### config.mk
export PLATFORM = sky130hd
export DESIGN_NAME = cascaded_decade_seq
export DESIGN_NICKNAME = d
export VERILOG_FILES = /design/src/rtl/dseq_pkg.sv /design/src/rtl/dseq_stage.sv /design/src/rtl/dseq_link.sv /design/src/rtl/dseq_map.sv /design/src/rtl/cascaded_decade_seq.sv
export SDC_FILE = /design/constraint.sdc
export NUM_CORES = 1
export LEC_CHECK = 0
export BUFFER_PORTS_ARGS = -buffer_cell sky130_fd_sc_hd__buf_2
export CAP_MARGIN = 5
export CORE_ASPECT_RATIO = 1.4
export CORE_MARGIN = 2
export CORE_UTILIZATION = 50
export DETAILED_ROUTE_END_ITERATION = 8
export HOLD_SLACK_MARGIN = 0.03
export PLACE_DENSITY = 0.85
export SLEW_MARGIN = 10
export SYNTH_ARGS = -nofsm -noshare
export SYNTH_HDL_FRONTEND = slang
export SYNTH_SLANG_ARGS = --single-unit
### constraint.sdc
create_clock -name clk -period 1.9 [get_ports clk]
set_input_delay 0.38 -clock clk [delete_from_list [all_inputs] [get_ports clk]]
set_output_delay 0.38 -clock clk [all_outputs]
set_load 0.01 [all_outputs]
### src/rtl/dseq_pkg.sv
// Shared constants and types for the cascaded decade sequencer.
// Assumes each stage is a ten-state one-hot ring with home Q0 and terminal Q9.
package dseq_pkg;
    localparam int DEC_STATES = 10;
    localparam int DEC_HOME   = 0;
    localparam int DEC_TERM   = DEC_STATES - 1;
    localparam int DEC_PRE    = DEC_TERM - 1;
    localparam int HEAD_VIS   = DEC_TERM;      // Q0..Q8 visible on the first stage
    localparam int TAIL_VIS   = DEC_TERM - 1;  // Q1..Q8 visible on later stages

    typedef logic [DEC_STATES-1:0] dec_t;

    localparam dec_t DEC_RESET = dec_t'(1);

    // Number of visible sequence positions for a given stage count
    function automatic int vis_width(input int stages);
        return HEAD_VIS + TAIL_VIS * (stages - 1);
    endfunction
endpackage

### src/rtl/dseq_stage.sv
// One decade stage: a ten-state one-hot ring that halts at its terminal state.
// Assumes clr and adv are single-cycle qualifiers in the clk domain; clr wins.
module dseq_stage
    import dseq_pkg::*;
(
    input  logic clk,
    input  logic rst_n,
    input  logic clr,
    input  logic adv,
    output dec_t st,
    output logic arrive
);
    logic moving;

    // Step only when qualified and not already parked at the terminal state
    always_comb begin
        moving = adv && !st[DEC_TERM];
        arrive = moving && st[DEC_PRE];
    end

    // State ring: reset or clear to home, else rotate one place on a step
    always_ff @(posedge clk) begin
        if (!rst_n || clr) begin
            st <= DEC_RESET;
        end else if (moving) begin
            st <= {st[DEC_STATES-2:0], st[DEC_TERM]};
        end
    end
endmodule

### src/rtl/dseq_link.sv
// Hand-off logic feeding a non-first stage from its predecessor.
// Assumes the predecessor's arrive flag marks the step that enters its Q9.
module dseq_link
    import dseq_pkg::*;
(
    input  logic step,
    input  dec_t prev_st,
    input  logic prev_arrive,
    input  logic wrap,
    output logic adv,
    output logic clr
);
    // Gate the step by the predecessor parked at, or entering, its terminal state
    always_comb begin
        adv = step && (prev_st[DEC_TERM] || prev_arrive);
    end

    // Hold this stage at home while the predecessor is home, or on a wrap
    always_comb begin
        clr = wrap || prev_st[DEC_HOME];
    end
endmodule

### src/rtl/dseq_map.sv
// Maps stage states onto the flat one-hot position vector.
// Assumes stage 0 exposes Q0..Q8 and each later stage exposes Q1..Q8.
module dseq_map
    import dseq_pkg::*;
#(
    parameter int STAGES = 3,
    localparam int VIS = vis_width(STAGES)
) (
    input  logic [STAGES*DEC_STATES-1:0] st_flat,
    output logic [VIS-1:0]               pos_oh
);
    genvar k, j;
    generate
        for (j = 0; j < HEAD_VIS; j++) begin : g_head
            assign pos_oh[j] = st_flat[j];
        end
        for (k = 1; k < STAGES; k++) begin : g_tail
            for (j = 1; j <= TAIL_VIS; j++) begin : g_bit
                assign pos_oh[HEAD_VIS + TAIL_VIS*(k-1) + j - 1] = st_flat[k*DEC_STATES + j];
            end
        end
    endgenerate
endmodule

### src/rtl/cascaded_decade_seq.sv
// Top: chains STAGES decade stages into one one-hot chaser of 8*STAGES+1 positions.
// Assumes STAGES >= 2; fully synchronous, active-low synchronous reset.
module cascaded_decade_seq
    import dseq_pkg::*;
#(
    parameter int STAGES = 3
) (
    input  logic                clk,
    input  logic                rst_n,
    input  logic                step,
    output logic [8*STAGES:0]   pos_oh
);
    localparam int VIS = vis_width(STAGES);

    dec_t                          st    [STAGES];
    logic [STAGES-1:0]             adv;
    logic [STAGES-1:0]             clr;
    logic [STAGES-1:0]             arrive;
    logic [STAGES*DEC_STATES-1:0]  st_flat;
    logic                          wrap;

    // Wrap on the step that would carry the last stage into its terminal state
    always_comb begin
        wrap = arrive[STAGES-1];
    end

    // The first stage counts on every step and is cleared only on a wrap
    always_comb begin
        adv[0] = step;
        clr[0] = wrap;
    end

    genvar k;
    generate
        for (k = 0; k < STAGES; k++) begin : g_stage
            if (k > 0) begin : g_link
                dseq_link u_link (
                    .step        (step),
                    .prev_st     (st[k-1]),
                    .prev_arrive (arrive[k-1]),
                    .wrap        (wrap),
                    .adv         (adv[k]),
                    .clr         (clr[k])
                );
            end
            dseq_stage u_stage (
                .clk    (clk),
                .rst_n  (rst_n),
                .clr    (clr[k]),
                .adv    (adv[k]),
                .st     (st[k]),
                .arrive (arrive[k])
            );
            assign st_flat[k*DEC_STATES +: DEC_STATES] = st[k];
        end
    endgenerate

    logic [VIS-1:0] vis;

    dseq_map #(.STAGES(STAGES)) u_map (
        .st_flat (st_flat),
        .pos_oh  (vis)
    );

    assign pos_oh = vis;
endmodule

# --- Word-level counts from Yosys, hierarchy flattened ---
# Cells that the tools add are included.
word_totals:
  latch_bits: 0
  rom_bits: 0
  n_memories: 0
  ff_bits: 30
  mem_bits_rw: 0
classes:
  div_mod_pow: 0
  eq_ne: 0
  n_addsub: 0
  n_lt_le_gt_ge: 0
  shift: 0
  mul: 0
  bitwise: 0
  n_reduce_logical: 19
  n_mux: 0
ops:
  columns: ["op", "n"]
  rows:
  - ["$logic_and A1 B1 Y1", 8]
  - ["$logic_or A1 B1 Y1", 7]
  - ["$logic_not A1 Y1", 4]

# --- Logic depth before layout (Yosys ltp) ---
logic_depth:
  depth_word: 13
  mapped_depth: 5

# --- By module ---
# Synthesis repeated with hierarchy kept, for this count alone.
unflattened:
  cells_unflattened: 164
  area_unflattened_um2: 1318.8
modules_own_cells:
  columns: ["module", "cells_per_inst", "area_each_um2", "seq_area_each_um2", "n_inst"]
  rows:
  - ["dseq_stage", 45, 367.9, 200.2, 3]
  - ["dseq_map", 25, 187.7, 0.0, 1]
  - ["dseq_link", 2, 13.8, 0.0, 2]

# --- Least setup slack after synthesis ---
# No wires, ideal clock.
synth_timing:
  path_type: "input -> register"
  from: "input port step"
  to: "register g_stage[2].u_stage.st[0]"
  setup_ns: 0.124
  n_path_buf: 2
  slack_ns: 0.543
  required_ns: 1.776
  stages: 5
  t_arrival_ns: 1.233
  cell_sequence: "buf_2 -> and2b_1 -> o21ai_2 -> buf_6 -> a2111o_1"
synth_via:
  elab_chain_len: 12
synth_lines:
  columns: ["element", "line_no", "source"]
  rows:
  - ["start, declared", "cascaded_decade_seq.sv:10", "input logic step,"]
  - ["$logic_and A1 B1 Y1", "dseq_stage.sv:17", "moving = adv && !st[DEC_TERM];"]
  - ["$logic_and A1 B1 Y1", "dseq_stage.sv:18", "arrive = moving && st[DEC_PRE];"]
  - ["$logic_or A1 B1 Y1", "dseq_link.sv:15", "adv = step && (prev_st[DEC_TERM] || prev_arrive);"]
  - ["$logic_and A1 B1 Y1", "dseq_link.sv:15", null]
  - ["$logic_and A1 B1 Y1", "dseq_stage.sv:17", null]
  - ["$logic_and A1 B1 Y1", "dseq_stage.sv:18", null]
  - ["$logic_or A1 B1 Y1", "dseq_link.sv:15", null]
  - ["$logic_and A1 B1 Y1 (*)", "dseq_link.sv:15", null]
  - ["$logic_and A1 B1 Y1 (*)", "dseq_stage.sv:17", null]
  - ["$logic_and A1 B1 Y1", "dseq_stage.sv:18", null]
  - ["$logic_or A1 B1 Y1", "dseq_link.sv:20", "clr = wrap || prev_st[DEC_HOME];"]
  - ["$logic_or A1 B1 Y1", "dseq_stage.sv:23", "if (!rst_n || clr) begin"]
  - ["end signal, assigned", "dseq_stage.sv:26", "st <= {st[DEC_STATES-2:0], st[DEC_TERM]};"]
  - ["end, declared", "dseq_stage.sv:10", "output dec_t st,"]
# Mark *: on every way between the ends. The rest lies on a longest branch, timed or not.
# A chain may end at the register's enable or synchronous reset.

# --- Final worst setup path ---
layout_timing:
  from: "register g_stage[2].u_stage.st[8]"
  to: "output port pos_oh[24]"
layout_lines:
  columns: ["element", "line_no", "source"]
  rows:
  - ["end, declared", "cascaded_decade_seq.sv:11", "output logic [8*STAGES:0] pos_oh"]
# No word-level cell between the ends.

==> key figures <==
Synthesis
  – Syn Area/Cell: 8.591 um2
  – Mapped cell area: 0.001409 mm2
  – Count of state elements after synthesis: 30
  – Dominant synthesized flop cell: dfxtp_1
  – Post-synthesis sequential area ratio: 42.63%
  – Synth unique cells: 27
  – Syn. warnings: 0
  – Most common cell in the netlist: dfxtp_1
  – Synth top area share: 42.63%
  – Syn nets: 167
  – Gate Count Post-Synth: 164
  – Synth area leader: dfxtp_1
  – Top post-synthesis cells by area: dfxtp_1 43%, buf_4 13%, a21oi_1 6.7%, nand2_1 6.4%, mux2i_1 5.7%
  – EDFF count, synth: 0
  – Async set-reset flop share out of synthesis: 0%
  – Post-synth top cells: 30 x dfxtp_1, 25 x buf_4, 24 x nand2_1, 19 x a21oi_1

Layout
  – Final instance area: 0.001424 mm2
  – Largest reg by FF count: g_stage.u_stage.st
  – Final non-filler cell total: 202
  – Fraction of layout cells with a size suffix above 1: 23.49%
  – Nets: 168
  – Layout area overhead: 1.066%
  – Biggest regs: g_stage.u_stage.st (30)
  – Final core utilization: 53.88%
  – Max reg flops: 30
  – FF+latch area: 600.6 um2
  – Antenna cells: 0
  – Multi-input gate area: 564.3 um2
  – # fillers: 279

Worst setup path
  – CP arrival: 1030 ps
  – CP max stage cell: dfxtp_1
  – Critical path's largest stage delay: 500 ps
  – Top delay family on crit path: flip-flops
  – Cells along the critical path: buf_2
  – Worst setup SP type: register
  – Crit Path Category: register to primary output
  – Crit end category: primary output
  – Critical Path RT: 1520 ps
  – Worst Path Buf+Inv: 1
  – CP Max Fanout: 12

Floorplan
  – Initial Util: 53.31%
  – Die height: 66.81 um
  – Cell Rows: 22
  – Die area: 0.003264 mm2
  – IO Pins: 28
  – Area of the core: 0.002643 mm2
  – Die Width: 48.86 um

Worst hold path
  – Hold WC Path Type: input port to register

Routing
  – Drt drc: 0
  – Drt first pass iters: 5
  – Total number of vias: 1040
  – Final ANT Viol Nets: 0
  – Drt via density: 5.149
  – Final WL: 2.439 mm
  – First DRT Iteration DRCs: 40
  – Wire per inst: 12.07 um

Power
  – Pwr dens: 749.3 mW/mm2
  – Lkg Pwr: 0.6056 nW
  – Worst VDD drop: 0.5302 mV
  – Post-route total power: 1.067 mW

STA
  – Fin Clk Skew: 14.71 ps
  – Rel. slew slack: 62.24%
  – RSZ-0062 raised after global routing: false
  – Final hold vios: 0
  – Slew Viols, Final: 0
  – Setup TNS: 0 ps
  – Min Tclk post-route: 1413 ps
  – Worst slew pin tran: 566.4 ps
  – Setup violations, final: 0
  – Fmax: 0.7075 GHz
  – Post-route setup slack: 486.6 ps
  – Fin crit share: 74.39%
  – Worst Hold Slack: 333.5 ps

Clocking
  – Clock Sinks: 30
  – # hold bufs at CTS: 0
  – CTS H-Tree Depth: 2
  – Longest Clk Path Bufs: 2
  – Post-CTS Setup Repair Bufs: 0
  – TritonCTS clock tree: done
  – Post-CTS sizing: 0
  – Clock Pin Slew Worst Setup and Hold Paths: 90 ps
  – Cts bufs inserted: 5
  – Worst-skew pair later-pin latency: 340 ps
  – CTS root buf: clkbuf_4

Global route
  – First-pass GRT wire length: 4.077 mm
  – Pin count of the biggest net entering global routing: 18
  – GRT Resource Usage Total: 16.43%
  – Vias in the first global route: 985
  – GRT Residual Overflow: 0
  – Initial antenna violation count: 0

Place
  – Placed Area: 0.001364 mm2
  – Placed Cells: 194
  – GPL Wtd Cong: 0.7152
  – Pre-CTS setup slack: 469.9 ps
  – Port bufs: 27
  – Post-DP HPWL: 1.760 mm

Run status
  – Status: complete, no violations

Flow run
  – Max_cap viols: 0
==> final cells by class <==
type                            instances  share of cell area (%)
Clock buffer                            7                   3.866
Multi-Input combinational cell         97                   39.63
Inverter                                3                  0.7909
Timing Repair Buffer                   28                   10.02
Sequential cell                        30                   42.18
Tap cell                               36                   3.163
Clock inverter                          1                  0.3515
==> worst min-delay path: stages <==
cell and delay [ps]:
buf_2 130, inv_1 60, a2111o_1 80
==> path summary, 6_finish.rpt <==
path,startpoint,end,slack [ps],cells after the start
setup / recovery,g_stage[2].u_stage.st[8],pos_oh[24],490,1
hold / removal,rst_n,g_stage[2].u_stage.st[0],330,3
setup reg to reg,g_stage[0].u_stage.st[8],g_stage[2].u_stage.st[0],540,3
hold reg to reg,g_stage[0].u_stage.st[3],g_stage[0].u_stage.st[4],480,2
==> cell usage in the layout (no fill, tap or decap), types with 3 or more instances in the layout <==
master	instances
a21oi_1	19
buf_2	27
clkbuf_4	5
dfxtp_1	30
inv_1	3
mux2i_1	8
nand2_1	24
nand2b_1	3
nand3_1	8
nand3b_1	9
nor2_1	3
o21ai_0	9
==> where the power goes <==
group | internal, mW | leakage [nW] | switching (mW)
logic | 0.0116 | 0.328 | 0.0268
registers | 0.633 | 0.242 | 0.00355
clock network | 0.179 | 0.0353 | 0.213
total | 0.823 | 0.606 | 0.244
==> cell families after synthesis <==
logic type / synth area share [%]
buffers and inverters: 17.32
AO/OA/AOI/OAI: 14.74
AND/OR/NAND/NOR: 19.63
multiplexers: 5.684
flip-flops: 42.63
==> routing by layer <==
metal / vias to the layer above / track usage, % / part of all wire [%] / wire, um
met5: - / 0 / 0 / 0
met4: 0 / 10.71 / 1.6 / 40
met3: 3 / 4.260 / 5.4 / 132
met2: 23 / 30.31 / 51 / 1254
met1: 486 / 16.15 / 41 / 1011
li1: 528 / - / - / -
Note: power is estimated with default switching activity, not from simulation.
